[src/rtl/rq_pkg.sv]
package rq_pkg;
    typedef enum logic [1:0] {
        RND_AWAY  = 2'b00,
        RND_EVEN  = 2'b01,
        RND_ALT   = 2'b10,
        RND_AWAY2 = 2'b11
    } rnd_mode_e;

    typedef enum logic {
        TIE_UP   = 1'b0,
        TIE_DOWN = 1'b1
    } tie_state_e;
endpackage

[src/rtl/rq_tie_fsm.sv]
module rq_tie_fsm
    import rq_pkg::*;
(
    input  logic clk,
    input  logic rst,
    input  logic advance,
    output logic next_up
);
    tie_state_e state, state_nxt;

    always_comb begin
        state_nxt = state;
        unique case (state)
            TIE_UP:   if (advance) state_nxt = TIE_DOWN;
            TIE_DOWN: if (advance) state_nxt = TIE_UP;
        endcase
    end

    always_ff @(posedge clk) begin
        if (rst) state <= TIE_UP;
        else     state <= state_nxt;
    end

    always_comb begin
        next_up = (state == TIE_UP);
    end

    // without a qualifying tie the state machine stays in its current state
    p_tie_hold_r7: assert property (@(posedge clk) disable iff (rst || $past(rst))
        !$past(advance) |-> $stable(state));
    // a qualifying tie always changes the state
    p_tie_flip_r6: assert property (@(posedge clk) disable iff (rst || $past(rst))
        $past(advance) |-> !$stable(state));
endmodule

[src/rtl/rq_round_core.sv]
module rq_round_core
    import rq_pkg::*;
#(
    parameter int IN_W = 12,
    parameter int DROP = 4,
    localparam int OUT_W = IN_W - DROP
) (
    input  logic [IN_W-1:0]  din,
    input  logic             is_signed,
    input  rnd_mode_e        mode,
    input  logic             alt_up,
    output logic [OUT_W-1:0] rounded,
    output logic             ovf,
    output logic             tie
);
    generate
        if (DROP == 0) begin : g_pass
            always_comb begin
                rounded = din;
                ovf     = 1'b0;
                tie     = 1'b0;
            end
        end else begin : g_round
            localparam logic [DROP-1:0] HALF = DROP'(1) << (DROP - 1);
            logic [OUT_W-1:0] trunc;
            logic [DROP-1:0]  frac;
            logic [OUT_W-1:0] max_code;
            logic             tie_dir_up;
            logic             inc;

            always_comb begin
                trunc = din[IN_W-1:DROP];
                frac  = din[DROP-1:0];
                tie   = (frac == HALF);
                unique case (mode)
                    RND_EVEN: tie_dir_up = trunc[0];
                    RND_ALT:  tie_dir_up = alt_up;
                    default:  tie_dir_up = !(is_signed && din[IN_W-1]);
                endcase
                inc      = (frac > HALF) || (tie && tie_dir_up);
                max_code = is_signed ? {1'b0, {(OUT_W-1){1'b1}}} : {OUT_W{1'b1}};
                ovf      = inc && (trunc == max_code);
                rounded  = trunc + OUT_W'(inc);
            end
        end
    endgenerate
endmodule

[src/rtl/rq_requant.sv]
module rq_requant
    import rq_pkg::*;
#(
    parameter int IN_W    = 12,
    parameter int DROP    = 4,
    parameter bit CLIP_EN = 1'b1,
    localparam int OUT_W  = IN_W - DROP
) (
    input  logic             clk,
    input  logic             rst,
    input  logic             in_valid,
    input  logic [IN_W-1:0]  in_data,
    input  logic             in_signed,
    input  logic [1:0]       in_mode,
    output logic             out_valid,
    output logic [OUT_W-1:0] out_data
);
    rnd_mode_e        mode;
    logic             alt_up;
    logic             tie;
    logic             ovf;
    logic [OUT_W-1:0] rounded;
    logic [OUT_W-1:0] sat_code;
    logic [OUT_W-1:0] result;

    always_comb mode = rnd_mode_e'(in_mode);

    rq_tie_fsm u_tie (
        .clk     (clk),
        .rst     (rst),
        .advance (in_valid && tie && (mode == RND_ALT)),
        .next_up (alt_up)
    );

    rq_round_core #(.IN_W(IN_W), .DROP(DROP)) u_core (
        .din       (in_data),
        .is_signed (in_signed),
        .mode      (mode),
        .alt_up    (alt_up),
        .rounded   (rounded),
        .ovf       (ovf),
        .tie       (tie)
    );

    always_comb begin
        sat_code = in_signed ? {1'b0, {(OUT_W-1){1'b1}}} : {OUT_W{1'b1}};
        result   = (CLIP_EN && ovf) ? sat_code : rounded;
    end

    always_ff @(posedge clk) begin
        if (rst) begin
            out_valid <= 1'b0;
            out_data  <= '0;
        end else begin
            out_valid <= in_valid;
            if (in_valid) out_data <= result;
        end
    end

    // one-cycle valid latency
    p_valid_lat_r10: assert property (@(posedge clk) disable iff (rst || $past(rst))
        out_valid == $past(in_valid));
    // data holds on cycles without input
    p_data_hold_r10: assert property (@(posedge clk) disable iff (rst || $past(rst))
        !$past(in_valid) |-> $stable(out_data));
    // overflow with clipping gives the saturation code
    p_no_overflow_r8: assert property (@(posedge clk) disable iff (rst || $past(rst))
        (CLIP_EN && out_valid && $past(ovf)) |->
            out_data == ($past(in_signed) ? {1'b0, {(OUT_W-1){1'b1}}} : {OUT_W{1'b1}}));
    // a non-overflowing tie in even mode gives an even result
    p_even_tie_r5: assert property (@(posedge clk) disable iff (rst || $past(rst))
        (out_valid && $past(mode == RND_EVEN && tie && !ovf)) |-> !out_data[0]);
endmodule

[config.mk]
export PLATFORM = sky130hd
export DESIGN_NAME = rq_requant
export DESIGN_NICKNAME = d
export VERILOG_FILES = /design/src/rtl/rq_pkg.sv /design/src/rtl/rq_tie_fsm.sv /design/src/rtl/rq_round_core.sv /design/src/rtl/rq_requant.sv
export SDC_FILE = /design/constraint.sdc
export NUM_CORES = 1
export LEC_CHECK = 0
export CORE_MARGIN = 2
export CORE_UTILIZATION = 45
export DETAILED_ROUTE_END_ITERATION = 7
export DONT_BUFFER_PORTS = 1
export HOLD_SLACK_MARGIN = 0.1
export PLACE_DENSITY = 0.58
export SKIP_CTS_REPAIR_TIMING = 1
export SYNTH_ARGS = -nofsm -noshare
export SYNTH_HDL_FRONTEND = slang
export SYNTH_SLANG_ARGS = --single-unit
[constraint.sdc]
create_clock -name clk -period 1.84 [get_ports clk]
set_input_delay 0.092 -clock clk [delete_from_list [all_inputs] [get_ports clk]]
set_output_delay 0.092 -clock clk [all_outputs]
set_load 0.1 [all_outputs]
==> metrics.txt, run 1 <==
largest net degree at the start of global routing=19; NumNets Final=110; I/O Buffers=0; Tightest Pin Transition=0.643 ns; first-pass GRT wire length=2120 µm; initial core utilization=50.0%; via-per-instance ratio=5.73; TritonCTS clock tree=done; WL final=1440 µm; synthesis-stage register bit count=10; fillers=127; met1 usage=20.7%; R2R cell count=8; failing checks=hold timing; Seq/Total Area, Yosys=29.7%; Area Growth Syn to Fin=24.3%; n_diodes=0; Yosys top cell area share=29.7%; layout cell share with drive strength beyond 1=38.8%; Die Ht=42.7 µm; worst hold start=rst; GRT Total Usage=15.1%; ANT nets after route=0; CP Class=reg2reg; DR pass1 iterations=4; design area=838 µm²; Core Area=0.00135 mm²; final worst path period need=1.80 ns; WP buf/inv=0; Clk pin slew, worst setup/hold paths=0.06 ns; Req. time, crit path=2.01 ns; CP arrival=1.97 ns; utilization after layout=62.1%; Pleak=0.339 nW; Post-route DRC=0; Mapped Nets=93; ranking of synthesized cells by area=dfxtp_1, a311oi_2, ha_1; Yosys top cell by area=dfxtp_1; Final Max Slew Viols=0; Synth Warn #=0; Worst VDD drop=288 µV; r2r setup slk=0.04 ns; clock buffer count from CTS=3; Final TNS setup=0 ns; vias in the first global route=490; CP delay by family, top=compound AO/OA/AOI/OAI gates; met2 usage=21.2%; slowest cell delay on critical path=0.32 ns; relative slew slack=57.0%; Reg-to-Reg End=out_data[4]$_SDFFE_PP0P_; Overall Power=0.000588 W; Mapped Cells=70; CP max FO=4; critical path cell sequence=nand2b_1 > a21o_1 > a21oi_2 > ha_2 > ha_2 > nand3_1 > xor2_1 > a311oi_2; CP startpoint kind=flip-flop; final hold vios=7; clk_lat worst skew=0.26 ns; Worst R2R Start=u_tie.state$_SDFF_PP0_; Vias=573; HP Class=in2reg; clk sinks=10; WL/cell=14.4 µm; status=complete, but fails checks; Die X=42.7 µm; Max-cap violations=0; mapped cell area=674 µm²; Worst path slowest cell=dfxtp_1; antenna violations before repair=0; RSZ-0062 raised after global routing=yes; GP Congestion=0.790; Initial DRC Count=10; final hold slack=-0.112 ns; # setup viols final=0; placed cell area=749 µm²; fin crit share=97.6%; GRT overflow=0; CTS root buf=clkbuf_4; post-synthesis area per instance=9.63 µm²; H-tree levels=1; Power Dens Cells=702 mW/mm²; row cnt=13; Max Root-Sink Buffers=2; die area=0.00182 mm²; Global Route met3 Usage=2.98%; Crit. End Element=flip-flop; gr busiest metal=met2; Top Ports=27; Hold Path Sink=out_data[0]$_SDFFE_PP0P_; Post-DP HPWL=1030 µm; most frequent CP cell=ha_2; Max Clk Rate=557 MHz; Hold Path Depth=1; Netlist cell types=23; Setup Skew=0.00617 ns
## placed cells by master, fill, tap and decap left out, drive strengths merged
master	instances
a211o	2
a21boi	1
a21o	1
a21oi	2
a311oi	7
and3	2
and4	1
buf	12
clkbuf	3
dfxtp	10
dlygate4sd3	3
ha	5
inv	7
nand2	2
nand2b	2
nand3	4
nand4	2
nor2	8
nor4b	1
o311ai	1
or3b	2
xnor2	2
xor2	5
## worst max-delay path by stage
stage	to	from	cells past startpoint
final	out_data[4]$_SDFFE_PP0P_	u_tie.state$_SDFF_PP0_	8
after global placement	out_data[4]$_SDFFE_PP0P_	in_mode[0]	9
after CTS	out_data[4]$_SDFFE_PP0P_	u_tie.state$_SDFF_PP0_	8
after floorplan	out_data[4]$_SDFFE_PP0P_	u_tie.state$_SDFF_PP0_	8
after global routing	out_data[4]$_SDFFE_PP0P_	u_tie.state$_SDFF_PP0_	8
after detailed placement	out_data[4]$_SDFFE_PP0P_	u_tie.state$_SDFF_PP0_	8
## cells by family (layout without fill, tap and decap cells)
kind of cell | count (synthesis) | count (layout) | synth area share [%]
AOI/OAI and AO/OA | 14 | 14 | 25.0
buffers and inverters | 10 | 25 | 5.57
adders and majority gates | 5 | 5 | 9.28
and+or+nand+nor | 24 | 24 | 21.3
DFF | 10 | 10 | 29.7
xor gates and xnor gates | 7 | 7 | 9.09
## final cells by class
| cell class | count | area, µm² | area share (%) |
|---|---|---|---|
| multi-input cells | 50 | 450 | 53.7 |
| flip-flops and latches | 10 | 200 | 23.9 |
| repair buffers | 15 | 120 | 14.3 |
| inverters | 7 | 26.3 | 3.13 |
| clock buffers | 3 | 22.5 | 2.69 |
| well taps | 15 | 18.8 | 2.24 |
## layer usage
layer	share of wire, %	vias to the layer above
li1	-	285
met1	46	258
met2	45	26
met3	7.4	4
met4	2.0	0
met5	0	-
## state kept, by name (all words and copies together) (netlist names)
| signal | flops |
|---|---|
| out_data | 8 |
| out_valid | 1 |
| u_tie.state | 1 |
## cells in the mapped netlist
cell and number:
or3b_2 2, a21o_1 1, inv_1 7, nand2b_1 2, and3_1 2, nand4_1 2
nand2_1 2, a21boi_2 1, xor2_1 5, nand3_2 1, a211o_4 1, clkbuf_1 3
nand3_1 3, a311oi_2 7, and4_4 1, xnor2_1 2, a211o_1 1, o311ai_1 1
ha_1 5, dfxtp_1 10, nor4b_2 1, a21oi_1 2, nor2_1 8
## through the flow
| stage | setup slack (ns) | cells |
|---|---|---|
| 4_1_cts | 0.0265 | 94 |
| 6_report | 0.0438 | 100 |
| 2_1_floorplan | 0.154 | 70 |
| 5_1_grt | -0.0432 | 100 |
| 3_3_place_gp | 0.0995 | 91 |
| 3_5_place_dp | 0.0322 | 91 |
## report_power, final
part           leakage (nW)  switching [W]  internal (W)
combinational         0.242       0.000146     0.0000609
sequential           0.0829     0.00000639      0.000231
clock                0.0138      0.0000693     0.0000753
(Power assumes the default switching activity.)
==> run 2: changes to the inputs <==
--- a/config.mk
+++ b/config.mk
@@ -7,6 +7,7 @@
 export LEC_CHECK = 0
 export CORE_MARGIN = 2
 export CORE_UTILIZATION = 45
+export CTS_BUF_LIST = sky130_fd_sc_hd__clkbuf_8
 export DETAILED_ROUTE_END_ITERATION = 7
 export DONT_BUFFER_PORTS = 1
 export HOLD_SLACK_MARGIN = 0.1
==> run 2 against run 1 <==
  * The flow finishes with violations (hold timing, setup timing)
  * Hold slack improved by 0.033 ns
  * Critical path depth unchanged
  * Register-to-register slack got worse by 0.05 ns
  * Non-clock buffer count unchanged
  * Design area increased by 1.2%
  * Largest cell class unchanged
  * Largest power group unchanged
==> metrics.txt, run 2 (synthesis results as in run 1) <==
CP Class=reg2reg; Die X=42.7 µm (unchanged); Max-cap violations=0 (unchanged); Post-DP HPWL=1030 µm (unchanged); Final TNS setup=-0.0100 ns (-0.0100 ns); WL final=1490 µm (+3.8%); die area=0.00182 mm² (unchanged); row cnt=13 (unchanged); HP Class=in2reg; failing checks=hold timing, setup timing; CP arrival=1.99 ns (+0.02 ns); NumNets Final=110 (unchanged); Clk pin slew, worst setup/hold paths=0.05 ns (about the same); commonest non-fill, non-tap cell in the layout=buf_4; utilization after layout=62.8% (+0.74 points); Max Root-Sink Buffers=2 (unchanged); gr busiest metal=met2; DR pass1 iterations=3 (-1); GP Congestion=0.790 (unchanged); clk_lat worst skew=0.23 ns (-0.03 ns); clock buffer count from CTS=3 (unchanged); final worst path period need=1.85 ns (+0.0538 ns); Crit. End Element=flip-flop; Setup WS post-layout=-0.0100 ns (-0.0538 ns); via-per-instance ratio=5.68 (-0.87%); Top Ports=27 (unchanged); Largest register FFs=8 (unchanged); largest net degree at the start of global routing=19 (unchanged); Area Growth Syn to Fin=25.8%; Top Registers=out_data (8), out_valid (1), u_tie.state (1); Initial DRC Count=5 (-5); Req. time, crit path=1.98 ns (-0.03 ns); first-pass GRT wire length=2180 µm (+2.9%); vias in the first global route=501 (+2.2%); Final Max Slew Viols=0 (unchanged); Tightest Pin Transition=0.616 ns (-0.0263 ns); Max Clk Rate=541 MHz (-2.9%); initial core utilization=50.0% (unchanged); status=complete, but fails checks; GRT Total Usage=15.6% (+0.53 points); WL/cell=14.9 µm (+3.8%); CTS root buf=clkbuf_8; Die Ht=42.7 µm (unchanged); Core Area=0.00135 mm² (unchanged); antenna violations before repair=0 (unchanged); met1 usage=20.7% (unchanged); clk sinks=10 (unchanged); Worst VDD drop=351 µV (+22%); Global Route met3 Usage=2.98% (unchanged); CP max FO=4 (unchanged); I/O Buffers=0 (unchanged); final hold slack=-0.0792 ns (+0.0332 ns); pre-CTS WS=0.0322 ns (unchanged); Post-route DRC=0 (unchanged); Vias=568 (-0.87%); RSZ-0062 raised after global routing=yes; H-tree levels=1 (unchanged); Setup Skew=0.00123 ns (-0.00494 ns); ANT nets after route=0 (unchanged); final hold vios=7 (unchanged); n_diodes=0 (unchanged); CP startpoint kind=flip-flop; Power Dens Cells=783 mW/mm² (+12%); fillers=127 (unchanged); TritonCTS clock tree=done; largest register by flop count=out_data; most frequent cells in the layout=buf_4, dfxtp_1, nor2_1; relative slew slack=58.8% (+1.8 points); Pleak=0.346 nW (+1.9%); GRT overflow=0 (unchanged); # setup viols final=1 (+1); met2 usage=23.0% (+1.8 points); fin crit share=101% (+2.9 points); layout cell share with drive strength beyond 1=36.5% (-2.4 points)
run 2: through the flow:
stage / instance area [µm²] / std cells / power, W / hold WS, ns
finish: 848 / 100 / 0.000664 / -0.0792
CTS: 791 / 94 / 0.000656 / -0.0860
detailed placement: 749 / 91 / 0.000429 / 0.163
floorplan: 674 / 70 / 0.000407 / 0.342
global route: 848 / 100 / 0.000692 / -0.0859
global placement: 749 / 91 / 0.000428 / 0.162
run 2: final timing paths:
check                           startpoint                  endpoint  slack (ns)  cells past startpoint
setup / recovery    u_tie.state$_SDFF_PP0_  out_data[4]$_SDFFE_PP0P_       -0.01                      8
hold reg to reg   out_data[0]$_SDFFE_PP0P_  out_data[0]$_SDFFE_PP0P_        0.51                      2
setup reg to reg    u_tie.state$_SDFF_PP0_  out_data[4]$_SDFFE_PP0P_       -0.01                      8
hold / removal                         rst  out_data[0]$_SDFFE_PP0P_       -0.08                      1
run 2: power breakdown:
group | internal [W] | switching (W)
sequential | 0.000232 | 0.00000666
clock | 0.000143 | 0.0000784
combinational | 0.0000599 | 0.000145
run 2: worst max-delay path, stage by stage, from the launching register on:
cell and delay, ns:
dfxtp_1 0.32, nand2b_1 0.16, a21o_1 0.21, a21oi_1 0.16, ha_2 0.21, ha_2 0.20, nand3_1 0.08, xor2_1 0.16
a311oi_2 0.27
run 2: area by class of cell:
cell class              count  area (µm²)  share of cell area [%]
well taps                  15        18.8                    2.21
clock buffers               3        41.3                    4.87
repair buffers             15         120                    14.2
flip-flops and latches     10         200                    23.6
multi-input cells          50         442                    52.1
inverters                   7        26.3                    3.10
run 2: per-layer routing:
| metal | share of wire, % | wire length, µm |
|---|---|---|
| met5 | 0 | 0 |
| met4 | 1.0 | 15 |
| met3 | 5.8 | 86 |
| met1 | 45 | 677 |
| met2 | 48 | 710 |
==> run 3: changes to the inputs <==
==> constraint.sdc (replaced) <==
create_clock -name clk -period 1.84 [get_ports clk]
set_input_delay 0.092 -clock clk [delete_from_list [all_inputs] [get_ports clk]]
set_output_delay 0.092 -clock clk [all_outputs]
set_load 0.01 [all_outputs]
==> run 3 against run 2 <==
  * The flow now finishes without violations
  * Critical path depth unchanged
  * Clock power about the same
  * Utilization fell by 5.5 points
  * Highest routed layer unchanged
  * Flip-flop and latch count is the same
  * Hold slack improved by 0.15 ns
  * Largest power group unchanged
  * Wire length shrank 15%
  * Via count decreased by 10%
  * Register-to-register slack gained 0.13 ns
==> metrics.txt, run 3 (synthesis results as in run 1) <==
status=complete, no violations; Final TNS setup=0 ns (+0.0100 ns); R2R cell count=8 (unchanged); Max Clk Rate=582 MHz (+7.6%); Pleak=0.285 nW (-18%); # setup viols final=0 (-1); Largest register FFs=8 (unchanged); CP Class=reg2reg; Final Max Slew Viols=0 (unchanged); met1 usage=21.6% (+0.83 points); H-tree levels=1 (unchanged); Top Registers=out_data (8), out_valid (1), u_tie.state (1); Crit. End Element=flip-flop; Max Root-Sink Buffers=2 (unchanged); Die Ht=42.7 µm (unchanged); GRT Total Usage=16.1% (+0.45 points); Initial DRC Count=7 (+2); Overall Power=0.000546 W (-18%); final hold slack=0.0741 ns (+0.153 ns); Critical Path End=out_data[5]$_SDFFE_PP0P_; CP max FO=3 (-1); relative slew slack=66.5% (+7.7 points); layout cell share with drive strength beyond 1=30.1% (-6.3 points); I/O Buffers=0 (unchanged); HP Class=in2reg; Worst VDD drop=246 µV (-30%); CP arrival=1.87 ns (-0.12 ns); antenna violations before repair=0 (unchanged); first-pass GRT wire length=2140 µm (-1.9%); Max-cap violations=0 (unchanged); gr busiest metal=met1; CTS root buf=clkbuf_8; NumNets Final=98 (-11%); Layout Cells excl Fill=88 (-12%); row cnt=13 (unchanged); Area Growth Syn to Fin=14.8%; Setup Skew=0.00238 ns (+0.00116 ns); clk_lat worst skew=0.23 ns (about the same); clk sinks=10 (unchanged); Clk pin slew, worst setup/hold paths=0.04 ns (about the same); fin crit share=93.4% (-7.1 points); Reg-to-Reg End=out_data[5]$_SDFFE_PP0P_; largest net degree at the start of global routing=19 (unchanged); clock buffer count from CTS=3 (unchanged); placed instance count=83 (-8.8%); commonest non-fill, non-tap cell in the layout=dfxtp_1; Post-route DRC=0 (unchanged); Power Dens Cells=705 mW/mm² (-9.9%); r2r setup slk=0.12 ns (+0.13 ns); Post-DP HPWL=994 µm (-3.4%); final hold vios=0 (-7); Top Ports=27 (unchanged); vias in the first global route=507 (+1.2%); n_diodes=0 (unchanged); WL final=1270 µm (-15%); DR pass1 iterations=2 (-1); Global Route met3 Usage=4.26% (+1.3 points); ANT nets after route=0 (unchanged); RSZ-0062 raised after global routing=no; Die X=42.7 µm (unchanged); WL/cell=14.4 µm (-3.4%); GP Congestion=0.723 (-8.5%); via-per-instance ratio=5.81 (+2.2%); initial core utilization=50.0% (unchanged); largest register by flop count=out_data; Vias=511 (-10%); Worst R2R Start=u_tie.state$_SDFF_PP0_; TritonCTS clock tree=done; Core Area=0.00135 mm² (unchanged); final worst path period need=1.72 ns (-0.131 ns); GRT overflow=0 (unchanged); met2 usage=20.9% (-2.1 points); utilization after layout=57.4% (-5.5 points); Tightest Pin Transition=0.501 ns (-0.116 ns); die area=0.00182 mm² (unchanged); most frequent cells in the layout=dfxtp_1, nor2_1, inv_1, a311oi_2, xor2_1; CP startpoint kind=flip-flop; critical path startpoint=u_tie.state$_SDFF_PP0_; Req. time, crit path=1.99 ns (about the same)
-- run 3: changes by cell type in the layout (fill, tap and decap cells not counted) --
cell,previous run,this run
buf_4,12,1
a21oi_1,2,1
a21oi_2,0,1
and3_1,2,1
and3_4,0,1
dlygate4sd3_1,3,2
ha_2,2,1
ha_4,0,1
-- run 3: layout make-up --
| cell class | count | area (µm²) |
|---|---|---|
| fillers | 124 | 576 |
| multi-input cells | 50 | 460 |
| flip-flops and latches | 10 | 200 |
| clock buffers | 3 | 41.3 |
| repair buffers | 3 | 27.5 |
| inverters | 7 | 26.3 |
| well taps | 15 | 18.8 |
-- run 3: power breakdown --
part	internal (W)	switching, W	leakage (nW)	total, W
Combinational	0.0000413	0.0000397	0.180	0.0000810
Sequential	0.000232	0.0000144	0.0829	0.000246
Clock	0.000142	0.0000764	0.0216	0.000219
Total	0.000416	0.000130	0.285	0.000546
-- run 3: worst min path at each step --
| stage | slack, ns | endpoint | from | cells past startpoint |
|---|---|---|---|---|
| CTS | -0.08 | out_data[2]$_SDFFE_PP0P_ | rst | 1 |
| floorplan | 0.34 | out_data[7]$_SDFFE_PP0P_ | in_data[11] | 2 |
| detailed placement | 0.16 | out_data[1]$_SDFFE_PP0P_ | rst | 1 |
| global placement | 0.16 | out_data[2]$_SDFFE_PP0P_ | rst | 1 |
| global route | 0.10 | out_data[1]$_SDFFE_PP0P_ | in_valid | 2 |
| finish | 0.07 | out_data[2]$_SDFFE_PP0P_ | in_valid | 2 |
-- run 3: worst max-delay path, stage by stage, from the launching register on --
cell and delay [ns]:
dfxtp_1 0.31, nand2b_1 0.14, a21o_1 0.20, a21oi_2 0.12, ha_2 0.22, and3_4 0.20, nand3_1 0.09, xor2_1 0.15
a311oi_2 0.22
-- run 3: stage by stage --
stage               instance area (µm²)  setup slack (ns)
CTS                                 731            0.0622
floorplan                           674             0.154
detailed placement                  689            0.0679
finish                              774             0.121
global placement                    689             0.114
global route                        774            0.0215
-- run 3: per-layer routing --
layer | part of all wire [%] | vias up | routed length [µm]
met2 | 39 | 23 | 496
met3 | 7.7 | 4 | 98
met1 | 49 | 221 | 627
met4 | 3.5 | 0 | 44
met5 | 0 | - | 0
li1 | - | 263 | -
